--- src/rtl/uart_regif_pkg.sv ---
package uart_regif_pkg;
  localparam int ADDR_W = 3;

  localparam logic [ADDR_W-1:0] OFS_DATA  = 3'd0;
  localparam logic [ADDR_W-1:0] OFS_DIVHI = 3'd1;
  localparam logic [ADDR_W-1:0] OFS_LCTL  = 3'd3;
  localparam logic [ADDR_W-1:0] OFS_LSTAT = 3'd5;

  localparam int ACCESS_BIT = 7;
  localparam int STAT_RDY   = 0;
  localparam int STAT_THRE  = 5;
  localparam int STAT_IDLE  = 6;

  typedef enum logic [1:0] {
    RX_IDLE,
    RX_START,
    RX_DATA,
    RX_STOP
  } rx_state_e;
endpackage

--- src/rtl/uart_baud_gen.sv ---
module uart_baud_gen #(
  parameter int DIV_W = 16
) (
  input  logic             clk,
  input  logic             rst_n,
  input  logic [DIV_W-1:0] divisor,
  output logic             tick
);
  logic [DIV_W-1:0] cnt_q;

  always_ff @(posedge clk or negedge rst_n) begin
    if (!rst_n) begin
      cnt_q <= '0;
      tick  <= 1'b0;
    end else begin
      tick <= 1'b0;
      if (divisor == '0) begin
        cnt_q <= '0;
      end else if (cnt_q >= divisor - DIV_W'(1)) begin
        cnt_q <= '0;
        tick  <= 1'b1;
      end else begin
        cnt_q <= cnt_q + DIV_W'(1);
      end
    end
  end
endmodule

--- src/rtl/uart_tx_path.sv ---
module uart_tx_path #(
  parameter int DATA_W = 8,
  parameter int OVS    = 16
) (
  input  logic              clk,
  input  logic              rst_n,
  input  logic              tick,
  input  logic              wr_en,
  input  logic [DATA_W-1:0] wr_data,
  output logic              hold_empty,
  output logic              line_idle,
  output logic              txd
);
  localparam int CNT_W   = $clog2(OVS);
  localparam int FRAME_W = DATA_W + 2;
  localparam int BIT_W   = $clog2(FRAME_W);

  logic [DATA_W-1:0]  hold_q;
  logic               hold_full_q;
  logic [FRAME_W-1:0] frame_q;
  logic               busy_q;
  logic [CNT_W-1:0]   tcnt_q;
  logic [BIT_W-1:0]   bcnt_q;

  always_ff @(posedge clk or negedge rst_n) begin
    if (!rst_n) begin
      hold_q      <= '0;
      hold_full_q <= 1'b0;
      frame_q     <= '1;
      busy_q      <= 1'b0;
      tcnt_q      <= '0;
      bcnt_q      <= '0;
    end else begin
      if (wr_en && !hold_full_q) begin
        hold_q      <= wr_data;
        hold_full_q <= 1'b1;
      end
      if (tick) begin
        if (busy_q) begin
          if (tcnt_q == CNT_W'(OVS - 1)) begin
            tcnt_q  <= '0;
            frame_q <= {1'b1, frame_q[FRAME_W-1:1]};
            if (bcnt_q == BIT_W'(FRAME_W - 1)) begin
              busy_q <= 1'b0;
              bcnt_q <= '0;
            end else begin
              bcnt_q <= bcnt_q + BIT_W'(1);
            end
          end else begin
            tcnt_q <= tcnt_q + CNT_W'(1);
          end
        end else if (hold_full_q) begin
          frame_q     <= {1'b1, hold_q, 1'b0};
          busy_q      <= 1'b1;
          tcnt_q      <= '0;
          bcnt_q      <= '0;
          hold_full_q <= 1'b0;
        end
      end
    end
  end

  assign hold_empty = !hold_full_q;
  assign line_idle  = !hold_full_q && !busy_q;
  assign txd        = frame_q[0];
endmodule

--- src/rtl/uart_rx_path.sv ---
module uart_rx_path
  import uart_regif_pkg::*;
#(
  parameter int DATA_W = 8,
  parameter int OVS    = 16
) (
  input  logic              clk,
  input  logic              rst_n,
  input  logic              tick,
  input  logic              rxd,
  output logic [DATA_W-1:0] rx_data,
  output logic              rx_new
);
  localparam int CNT_W = $clog2(OVS);
  localparam int BIT_W = $clog2(DATA_W);

  logic [1:0]        sync_q;
  logic              prev_q;
  rx_state_e         state_q;
  logic [CNT_W-1:0]  tcnt_q;
  logic [BIT_W-1:0]  bcnt_q;
  logic [DATA_W-1:0] shift_q;
  logic              line_s;

  assign line_s = sync_q[1];

  always_ff @(posedge clk or negedge rst_n) begin
    if (!rst_n) begin
      sync_q  <= 2'b11;
      prev_q  <= 1'b1;
      state_q <= RX_IDLE;
      tcnt_q  <= '0;
      bcnt_q  <= '0;
      shift_q <= '0;
      rx_data <= '0;
      rx_new  <= 1'b0;
    end else begin
      sync_q <= {sync_q[0], rxd};
      prev_q <= line_s;
      rx_new <= 1'b0;
      case (state_q)
        RX_IDLE: begin
          if (prev_q && !line_s) begin
            state_q <= RX_START;
            tcnt_q  <= '0;
          end
        end
        RX_START: begin
          if (tick) begin
            if (tcnt_q == CNT_W'(OVS / 2 - 1)) begin
              tcnt_q <= '0;
              bcnt_q <= '0;
              state_q <= line_s ? RX_IDLE : RX_DATA;
            end else begin
              tcnt_q <= tcnt_q + CNT_W'(1);
            end
          end
        end
        RX_DATA: begin
          if (tick) begin
            if (tcnt_q == CNT_W'(OVS - 1)) begin
              tcnt_q  <= '0;
              shift_q <= {line_s, shift_q[DATA_W-1:1]};
              if (bcnt_q == BIT_W'(DATA_W - 1)) begin
                state_q <= RX_STOP;
              end else begin
                bcnt_q <= bcnt_q + BIT_W'(1);
              end
            end else begin
              tcnt_q <= tcnt_q + CNT_W'(1);
            end
          end
        end
        RX_STOP: begin
          if (tick) begin
            if (tcnt_q == CNT_W'(OVS - 1)) begin
              tcnt_q  <= '0;
              state_q <= RX_IDLE;
              if (line_s) begin
                rx_data <= shift_q;
                rx_new  <= 1'b1;
              end
            end else begin
              tcnt_q <= tcnt_q + CNT_W'(1);
            end
          end
        end
        default: state_q <= RX_IDLE;
      endcase
    end
  end
endmodule

--- src/rtl/uart_regif.sv ---
module uart_regif
  import uart_regif_pkg::*;
#(
  parameter int          REG_W     = 8,
  parameter int          OVS       = 16,
  parameter int unsigned DIV_RESET = 1
) (
  input  logic             clk,
  input  logic             rst_n,
  input  logic [2:0]       bus_addr,
  input  logic             bus_wr,
  input  logic             bus_rd,
  input  logic [REG_W-1:0] bus_wdata,
  output logic [REG_W-1:0] bus_rdata,
  input  logic             rxd,
  output logic             txd
);
  localparam int DIV_W = 2 * REG_W;

  logic [REG_W-1:0] lcr_q;
  logic [DIV_W-1:0] div_q;
  logic             rdy_q;
  logic             dlab;
  logic             baud_tick;
  logic             thr_wr;
  logic             rbr_rd;
  logic             tx_hold_empty;
  logic             tx_idle;
  logic [REG_W-1:0] rx_data;
  logic             rx_new;
  logic [REG_W-1:0] lsr;

  assign dlab   = lcr_q[ACCESS_BIT];
  assign thr_wr = bus_wr && (bus_addr == OFS_DATA) && !dlab;
  assign rbr_rd = bus_rd && (bus_addr == OFS_DATA) && !dlab;

  always_ff @(posedge clk or negedge rst_n) begin
    if (!rst_n) begin
      lcr_q <= '0;
      div_q <= DIV_W'(DIV_RESET);
    end else if (bus_wr) begin
      case (bus_addr)
        OFS_DATA:  if (dlab) div_q[REG_W-1:0]     <= bus_wdata;
        OFS_DIVHI: if (dlab) div_q[DIV_W-1:REG_W] <= bus_wdata;
        OFS_LCTL:  lcr_q <= bus_wdata;
        default:   ;
      endcase
    end
  end

  always_ff @(posedge clk or negedge rst_n) begin
    if (!rst_n)      rdy_q <= 1'b0;
    else if (rx_new) rdy_q <= 1'b1;
    else if (rbr_rd) rdy_q <= 1'b0;
  end

  always_comb begin
    lsr            = '0;
    lsr[STAT_RDY]  = rdy_q;
    lsr[STAT_THRE] = tx_hold_empty;
    lsr[STAT_IDLE] = tx_idle;
  end

  always_comb begin
    bus_rdata = '0;
    case (bus_addr)
      OFS_DATA:  bus_rdata = dlab ? div_q[REG_W-1:0] : rx_data;
      OFS_DIVHI: bus_rdata = dlab ? div_q[DIV_W-1:REG_W] : '0;
      OFS_LCTL:  bus_rdata = lcr_q;
      OFS_LSTAT: bus_rdata = lsr;
      default:   bus_rdata = '0;
    endcase
  end

  uart_baud_gen #(.DIV_W(DIV_W)) i_baud (
    .clk     (clk),
    .rst_n   (rst_n),
    .divisor (div_q),
    .tick    (baud_tick)
  );

  uart_tx_path #(.DATA_W(REG_W), .OVS(OVS)) i_tx (
    .clk        (clk),
    .rst_n      (rst_n),
    .tick       (baud_tick),
    .wr_en      (thr_wr),
    .wr_data    (bus_wdata),
    .hold_empty (tx_hold_empty),
    .line_idle  (tx_idle),
    .txd        (txd)
  );

  uart_rx_path #(.DATA_W(REG_W), .OVS(OVS)) i_rx (
    .clk     (clk),
    .rst_n   (rst_n),
    .tick    (baud_tick),
    .rxd     (rxd),
    .rx_data (rx_data),
    .rx_new  (rx_new)
  );
endmodule

--- config.mk ---
export PLATFORM = sky130hd
export DESIGN_NAME = uart_regif
export DESIGN_NICKNAME = d
export VERILOG_FILES = /design/src/rtl/uart_regif_pkg.sv /design/src/rtl/uart_baud_gen.sv /design/src/rtl/uart_tx_path.sv /design/src/rtl/uart_rx_path.sv /design/src/rtl/uart_regif.sv
export SDC_FILE = /design/constraint.sdc
export NUM_CORES = 1
export LEC_CHECK = 0
export ABC_AREA = 1
export CORE_MARGIN = 1
export CORE_UTILIZATION = 50
export DETAILED_ROUTE_END_ITERATION = 12
export HOLD_SLACK_MARGIN = 0.06
export PLACE_DENSITY = 0.66
export SYNTH_ARGS = -nofsm -noshare
export SYNTH_HDL_FRONTEND = slang
export SYNTH_SLANG_ARGS = --single-unit
--- constraint.sdc ---
create_clock -name clk -period 4.6 [get_ports clk]
set_clock_uncertainty 0.1 [all_clocks]
set_input_delay 1.38 -clock clk [delete_from_list [all_inputs] [get_ports clk]]
set_output_delay 1.38 -clock clk [all_outputs]
set_load 0.005 [all_outputs]
==> qor.log, run 1 <==
qor: final_layout.multi_input_comb_area 0.00239 mm^2
qor: clock_tree.postCtsSetupRepairBufs 0
qor: final_layout.finalNetCount 717
qor: synthesis.netlist.top_cell.by_area dfrtp_1
qor: timing.accumulated_negative_setup_slack 0 ns
qor: synthesis.ys_ff_latch 98
qor: floorplanning.die_height 105 um
qor: worst_setup_path.crit_path_cell_trace clkdlybuf4s50_1 > nand2_1 > nor2_1 > nand2_2 > inv_2 > nand2_1 > o2111ai_1 > clkdlybuf4s50_1
qor: detailed_routing.via_per_inst 5.14
qor: timing.clock.fmax 223 MHz
qor: run.max_cap_violations 0
qor: timing.fin_max_slew_vios 0
qor: clock_tree.clock_sinks 98
qor: synthesis.async_reset_ff_share 100%
qor: timing.worstMarginPinSlew 1.09 ns
qor: synthesis.synth_largest_type_area_fraction 40.2%
qor: timing.unrepaired_setup_endpoints_after_global_routing no
qor: placement.numPortBuffers 24
qor: placement.hpwl 8.28 mm
qor: synthesis.post_synth.cell_area_avg 8.09 um^2
qor: global_routing.first_global_vias 4,021
qor: placement.post-place-ws 0.114 ns
qor: global_routing.grt_start_max_net_pins 86
qor: clock_tree.worst_skew_pair.late_latency 0.37 ns
qor: worst_setup_path.critical_path.top_delay_family buffers and inverters
qor: worst_setup_path.startpoint bus_addr[0]
qor: worst_setup_path.maximum_cell_stage_delay_along_the_critical_path 0.53 ns
qor: global_routing.antenna_found_initial 0
qor: synthesis.syn-instance-count 653
qor: synthesis.synth_seq_area_share 46.7%
qor: floorplanning.coreArea 0.0103 mm^2
qor: worst_setup_path.wp_data_arrival 3.00 ns
qor: hold_path.hold-path-endpoint i_rx.sync_q[1]
qor: worst_setup_path.reg2reg_from div_q[0]
qor: worst_setup_path.path_buf_inv 3
qor: final_layout.utilization 56.6%
qor: synthesis.synthMuxAreaShare 0%
qor: worst_setup_path.worst-r2r-cell-count 14
qor: synthesis.syn_std_cell_area 0.00529 mm^2
qor: timing.post-route-min-period 4.48 ns
qor: synthesis.synth_top_family_by_area simple AND/OR/NAND/NOR gates
qor: timing.final-hold-violation-count 0
qor: detailed_routing.final_antenna_net_count 0
qor: global_routing.grt_first_pass_wirelength 19.5 mm
qor: timing.final.hold.worst_slack 0.269 ns
qor: detailed_routing.route.final.wire_length 11.1 mm
qor: hold_path.holdPathStages 0
qor: detailed_routing.firstDrtPassIters 4
qor: clock_tree.cts_tree done
qor: detailed_routing.detail_route.wl_per_cell 13.5 um
qor: synthesis.adder_cell_share_of_the_synthesized_area 5.68%
qor: hold_path.worst_hold_path_type register to register
qor: placement.gpl.final_weighted_congestion 0.836
qor: synthesis.post_synthesis_xor_xnor_area_fraction 3.98%
qor: clock_tree.cts_root_buffer clkbuf_8
qor: timing.max_slew_margin 27.3%
qor: worst_setup_path.timing_worst_setup_path_type input port to output pin
qor: timing.final.period_utilization 97.3%
qor: floorplanning.std_cell_rows 37
qor: floorplanning.dieWidth 105 um
qor: synthesis.synth_cell_types 37
qor: final_layout.num-fill-cells 985
qor: final_layout.seqCellArea 0.00247 mm^2
qor: final_layout.synth_to_layout_area_growth 10.1%
qor: synthesis.synth.area.top_cells dfrtp_1 40%, nand2_1 13%, dfstp_2 6.5%, ha_1 5.7%, inv_1 5.5%
qor: power.p_per_area 418 mW/mm^2
qor: clock_tree.path_clk_slew 0.11 ns
qor: timing.worst_slack 0.125 ns
qor: global_routing.grt_util_all_layers 22.4%
qor: synthesis.number_of_flops_mapped_to_enable_cells_by_yosys 0
qor: worst_setup_path.worst_path_max_delay_cell clkdlybuf4s50_1
qor: final_layout.final_layout_size_suffix_gt1_share 9.97%
qor: synthesis.synth_nets 693
qor: detailed_routing.via_count 4,202
qor: final_layout.antennaDiodeCount 0
qor: clock_tree.cts_inserted_buffers 9
qor: global_routing.globalRouteOverflowTotal 0
qor: power.power.static_leakage 2.75 nW
qor: detailed_routing.drc_errors 0
qor: timing.setup_viol 0
qor: worst_setup_path.cp_max_fo 5
qor: detailed_routing.first_iter_violations 233
qor: worst_setup_path.critPathLaunchType input port
qor: synthesis.synth_simple_gate_area_share 25.1%
qor: worst_setup_path.reg2reg_setup_slack 1.76 ns
qor: synthesis.compound_gate_portion_of_the_synthesized_area 10.4%
qor: floorplanning.num_io_pins 25
qor: clock_tree.cts_htree_levels 3
qor: worst_setup_path.timing.critical_path.to_type output pin
qor: status.run_status finished clean
qor: floorplanning.die_outline_area 0.0110 mm^2
qor: hold_path.hold_path.startpoint i_rx.sync_q[0]
qor: floorplanning.initial_utilization 51.4%
qor: power.vdd_ir_drop_max 0.291 mV
qor: worst_setup_path.cp_data_required_time 3.12 ns
qor: worst_setup_path.timing.rr.end i_baud.cnt_q[15]
qor: clock_tree.clk_path_buf_depth 2
qor: synthesis.main_flop_type_after_synthesis dfrtp_1
qor: synthesis.number_of_warning_messages_in_the_yosys_log 0
[cells by family (layout without fill, tap and decap cells)]
group | Yosys count | count (layout)
adder cells (fa/ha/maj) | 24 | 24
AND/OR/NAND/NOR | 306 | 306
XOR/XNOR | 24 | 24
AO/OA/AOI/OAI | 101 | 101
buffers and inverters | 100 | 129
flip-flops | 98 | 98
[sequential cells by signal, summed over array words and instances (netlist names), 3 cells and up, named ones only]
signal and cells:
i_rx.bcnt_q 3, i_tx.hold_q 8, i_rx.rx_data 8, i_rx.shift_q 8
lcr_q 8, i_tx.frame_q 9, div_q 16, i_rx.tcnt_q 4
i_tx.bcnt_q 4, i_tx.tcnt_q 4, i_baud.cnt_q 16
[cells in the final DEF (no fill, tap or decap), types with 3 or more instances in the layout]
cell / count
nand2_1: 179
dfrtp_1: 85
inv_1: 78
nor2_1: 66
o21ai_0: 36
o21ai_1: 26
nand3_1: 25
ha_1: 24
clkdlybuf4s50_1: 22
xor2_1: 19
a21oi_1: 19
dfstp_2: 13
a31oi_1: 9
clkbuf_8: 9
nand2_2: 8
inv_2: 8
nor3_1: 6
nor2_2: 5
xnor2_1: 5
nand4_1: 5
nor2_4: 3
o211ai_1: 3
buf_4: 3
[where the power goes]
group | switching (mW) | internal, mW
clock network | 0.326 | 0.263
registers | 0.139 | 0.979
logic | 0.439 | 0.286
total | 0.904 | 1.53
[timing repair]
action	CTS	global route
resized for setup	0	2
hold buffers	0	0
hold endpoints to repair	0	0
endpoints found under the setup margin	0	2
[worst max-delay path by stage]
stage	slack, ns	cells after the start	to
final	0.12	8	bus_rdata[0]
after global routing	0.01	8	bus_rdata[0]
after CTS	0.1	8	bus_rdata[0]
after detailed placement	0.11	8	bus_rdata[0]
after global placement	0.13	8	bus_rdata[0]
after floorplan	1.19	4	bus_rdata[0]
[through the flow]
stage | power [mW] | std cells | instance area, um^2
after detailed placement | 1.86 | 802 | 5610
after CTS | 2.46 | 818 | 5820
final | 2.43 | 818 | 5820
after global routing | 2.63 | 818 | 5820
after floorplan | 1.66 | 653 | 5290
after global placement | 1.83 | 802 | 5610
[synthesized netlist by cell type, types with 2 or more instances]
| cell | count |
|---|---|
| ha_1 | 24 |
| o21ai_1 | 26 |
| dfrtp_1 | 85 |
| nand4_1 | 5 |
| nor2_1 | 66 |
| nand2_1 | 180 |
| o21ai_2 | 2 |
| o211ai_1 | 3 |
| buf_6 | 5 |
| nand2_2 | 7 |
| nor3_1 | 6 |
| buf_2 | 5 |
| dfstp_2 | 13 |
| o21ai_0 | 36 |
| nor2_4 | 3 |
| inv_2 | 8 |
| xnor2_1 | 5 |
| a21oi_1 | 19 |
| nand3_2 | 2 |
| xor2_1 | 19 |
| o2111ai_1 | 2 |
| nand3_1 | 25 |
| inv_1 | 78 |
| nor2_2 | 5 |
| o22ai_1 | 2 |
| buf_4 | 2 |
| a31oi_1 | 9 |
| nand4_2 | 2 |
[layer usage]
metal | global-route usage (%) | routed length, um
met1 | 33.5 | 5570
met2 | 32.7 | 4880
met3 | 2.99 | 364
met4 | 9.66 | 265
met5 | 0 | 0
[area by class of cell]
class                   instances  area share [%]
well taps                     136            2.92
multi-input cells             455            41.0
clock inverters                 7            1.44
clock buffers                   9            2.13
repair buffers                 26            4.39
flip-flops and latches         98            42.4
inverters                      87            5.70
[worst reg2reg max path, cell delays in order (launching register included)]
cell and delay [ns]:
dfstp_2 0.38, inv_1 0.15, ha_1 0.24, nand2_1 0.14, nor2_4 0.19, nand3_1 0.14
o21ai_0 0.17, o21ai_1 0.09, inv_1 0.06, ha_1 0.23, nand2_1 0.06, o21ai_0 0.10
nor2_1 0.19, nand3_2 0.33, nor2_1 0.20
No activity file was read; power rests on OpenSTA's default activity.
==> run 2, diff against run 1 <==
--- a/config.mk
+++ b/config.mk
@@ -6,11 +6,13 @@
 export NUM_CORES = 1
 export LEC_CHECK = 0
 export ABC_AREA = 1
+export CELL_PAD_IN_SITES_DETAIL_PLACEMENT = 2
+export CELL_PAD_IN_SITES_GLOBAL_PLACEMENT = 2
 export CORE_MARGIN = 1
-export CORE_UTILIZATION = 50
+export CORE_UTILIZATION = 40
 export DETAILED_ROUTE_END_ITERATION = 12
 export HOLD_SLACK_MARGIN = 0.06
-export PLACE_DENSITY = 0.66
+export PLACE_DENSITY = 0.84
 export SYNTH_ARGS = -nofsm -noshare
 export SYNTH_HDL_FRONTEND = slang
 export SYNTH_SLANG_ARGS = --single-unit
==> run 2 against run 1 <==
Compared with the run above: register-to-register slack worse by 0.26 ns; global-route usage is 2.9 points higher; sequential share of layout area is 1.0 points lower; die area is 24% higher; wire length is 40% higher; first-iteration DRC count is 33% lower; cell count is 4.5% higher; via count is 5.4% higher; worst hold slack worse by 0.0044 ns; largest cell class unchanged.
==> qor.log, run 2 (synthesis results as in run 1) <==
qor: worst_setup_path.critical_path.top_delay_family buffers and inverters
qor: clock_tree.worst_skew_pair.late_latency 0.36 ns [about the same]
qor: detailed_routing.dr_wl_met3 300 um [-18%]
qor: worst_setup_path.cp_max_fo 5 [unchanged]
qor: detailed_routing.via_per_inst 5.18 [+0.80%]
qor: timing.final-hold-violation-count 0 [unchanged]
qor: detailed_routing.top_layer_used met4
qor: clock_tree.clk_path_buf_depth 2 [unchanged]
qor: global_routing.grt_start_max_net_pins 51 [-41%]
qor: power.p_per_area 450 mW/mm^2 [+7.7%]
qor: clock_tree.hold_buffers 0 [unchanged]
qor: hold_path.hold-path-endpoint i_rx.sync_q[1]
qor: floorplanning.coreArea 0.0128 mm^2 [+24%]
qor: timing.max_slew_margin 54.2% [+27 points]
qor: clock_tree.path_clk_slew 0.07 ns [-0.04 ns]
qor: detailed_routing.drc_errors 0 [unchanged]
qor: floorplanning.die_outline_area 0.0137 mm^2 [+24%]
qor: final_layout.final_layout_size_suffix_gt1_share 10.1% [+0.13 points]
qor: detailed_routing.met2_length 8.29 mm [+70%]
qor: worst_setup_path.worst-r2r-cell-count 14 [unchanged]
qor: worst_setup_path.worst_path_max_delay_cell clkdlybuf4s50_1
qor: final_layout.layout.cells.most_common_list 179 x nand2_1, 85 x dfrtp_1, 78 x inv_1
qor: timing.post-route-min-period 4.50 ns [+0.0269 ns]
qor: worst_setup_path.timing.rr.end i_baud.cnt_q[4]
qor: worst_setup_path.path_buf_inv 3 [unchanged]
qor: floorplanning.die_height 117 um [+12%]
qor: power.vdd_ir_drop_max 0.269 mV [-7.4%]
qor: detailed_routing.route.final.wire_length 15.5 mm [+40%]
qor: placement.dpl_cell_area 0.00566 mm^2 [+0.94%]
qor: floorplanning.dieWidth 117 um [+12%]
qor: power.power.static_leakage 2.82 nW [+2.5%]
qor: final_layout.synth_to_layout_area_growth 12.9%
qor: global_routing.first_global_vias 5,072 [+26%]
qor: final_layout.finish.instance_area 0.00596 mm^2 [+2.5%]
qor: placement.hpwl 11.5 mm [+38%]
qor: detailed_routing.met1_length 6.72 mm [+21%]
qor: power.power 2.68 mW [+10%]
qor: worst_setup_path.wp_data_arrival 3.02 ns [+0.02 ns]
qor: final_layout.antennaDiodeCount 0 [unchanged]
qor: hold_path.worst_hold_path_type register to register
qor: detailed_routing.via_count 4,427 [+5.4%]
qor: worst_setup_path.critical_path.most_common_cell clkdlybuf4s50_1
qor: worst_setup_path.reg2reg_from div_q[0]
qor: worst_setup_path.crit_path_cell_trace clkdlybuf4s50_1 > inv_1 > nand2_1 > nor2_1 > nand2_2 > o211ai_1 > clkdlybuf4s50_1
qor: placement.gpl.final_weighted_congestion 0.790 [-5.5%]
qor: timing.final.period_utilization 97.9% [+0.59 points]
qor: worst_setup_path.maximum_cell_stage_delay_along_the_critical_path 0.56 ns [+0.03 ns]
qor: clock_tree.cts_root_buffer clkbuf_16
qor: timing.worstMarginPinSlew 0.685 ns [-0.407 ns]
qor: worst_setup_path.reg2reg_setup_slack 1.50 ns [-0.26 ns]
qor: clock_tree.post_cts_resize_count 0 [unchanged]
qor: timing.fin_max_slew_vios 0 [unchanged]
qor: global_routing.grt_first_pass_wirelength 25.9 mm [+33%]
qor: hold_path.hold_path.startpoint i_rx.sync_q[0]
qor: final_layout.reg_top3 div_q x16, i_baud.cnt_q x16, i_tx.frame_q x9
qor: timing.clock.fmax 222 MHz [-0.60%]
qor: clock_tree.cts_inserted_buffers 9 [unchanged]
qor: detailed_routing.detail_route.wl_per_cell 18.2 um [+34%]
qor: worst_setup_path.cp_data_required_time 3.12 ns [about the same]
qor: worst_setup_path.timing.critical_path.to_type output pin
qor: timing.setup_viol 0 [unchanged]
qor: floorplanning.initial_utilization 41.4% [-10 points]
qor: timing.accumulated_negative_setup_slack 0 ns [unchanged]
qor: run.max_cap_violations 0 [unchanged]
qor: detailed_routing.firstDrtPassIters 4 [unchanged]
qor: worst_setup_path.timing_worst_setup_path_type input port to output pin
qor: status.run_status finished clean
qor: detailed_routing.final_antenna_net_count 0 [unchanged]
qor: hold_path.holdPathStages 0 [unchanged]
qor: floorplanning.num_io_pins 25 [unchanged]
qor: global_routing.antenna_found_initial 0 [unchanged]
qor: placement.numPortBuffers 24 [unchanged]
qor: clock_tree.postCtsSetupRepairBufs 0 [unchanged]
qor: timing.unrepaired_setup_endpoints_after_global_routing no
qor: global_routing.grt_util_all_layers 25.3% [+2.9 points]
qor: worst_setup_path.critPathLaunchType input port
qor: final_layout.layout_commonest_cell nand2_1
qor: final_layout.finalNetCount 718 [+0.14%]
qor: clock_tree.clock_sinks 98 [unchanged]
qor: detailed_routing.first_iter_violations 155 [-33%]
qor: global_routing.globalRouteOverflowTotal 0 [unchanged]
qor: clock_tree.cts_htree_levels 3 [unchanged]
qor: floorplanning.std_cell_rows 41 [+11%]
qor: clock_tree.cts_tree done
## run 2: final cells by class
class / instances / area [um^2]
fill: 1482 / 6810
sequential: 98 / 2470
multi-input combinational: 455 / 2390
inverter: 87 / 332
timing repair buffer: 27 / 268
clock buffer: 10 / 239
tap: 172 / 215
clock inverter: 6 / 55.1
## run 2: worst max path at each step
stage / from / to / slack (ns) / depth (start not counted)
after global placement: bus_addr[0] / bus_rdata[0] / 0.1 / 8
after global routing: bus_addr[1] / bus_rdata[2] / 0.01 / 7
after detailed placement: bus_addr[0] / bus_rdata[0] / 0.02 / 8
after CTS: bus_addr[0] / bus_rdata[0] / 0.007 / 8
final: bus_addr[1] / bus_rdata[2] / 0.1 / 7
after floorplan: bus_addr[2] / bus_rdata[0] / 1.19 / 4
## run 2: metal layers
layer  global-route usage [%]  vias up
met2                     47.5       44
li1                         -     2129
met4                     5.91        0
met1                     29.8     2239
met3                     4.69       15
met5                        0        -
## run 2: through the flow
stage	utilization [%]	setup slack [ns]	hold WS (ns)	std cells
6_report	46.7	0.0979	0.265	855
5_1_grt	46.7	0.0136	0.269	855
2_1_floorplan	-	1.19	0.245	653
3_3_place_gp	44.3	0.0977	0.249	839
4_1_cts	46.6	0.00722	0.265	855
3_5_place_dp	44.3	0.0209	0.252	839
## run 2: power breakdown
part	internal (mW)	switching [mW]
sequential	0.979	0.152
combinational	0.290	0.510
clock	0.394	0.359
==> run 3, diff against run 2 <==
--- a/config.mk
+++ b/config.mk
@@ -11,6 +11,7 @@
 export CORE_MARGIN = 1
 export CORE_UTILIZATION = 40
 export DETAILED_ROUTE_END_ITERATION = 12
+export GPL_TIMING_DRIVEN = 1
 export HOLD_SLACK_MARGIN = 0.06
 export PLACE_DENSITY = 0.84
 export SYNTH_ARGS = -nofsm -noshare
==> results of run 3 <==
Same layout as run 2: the final DEF is identical, and so are final timing and power.
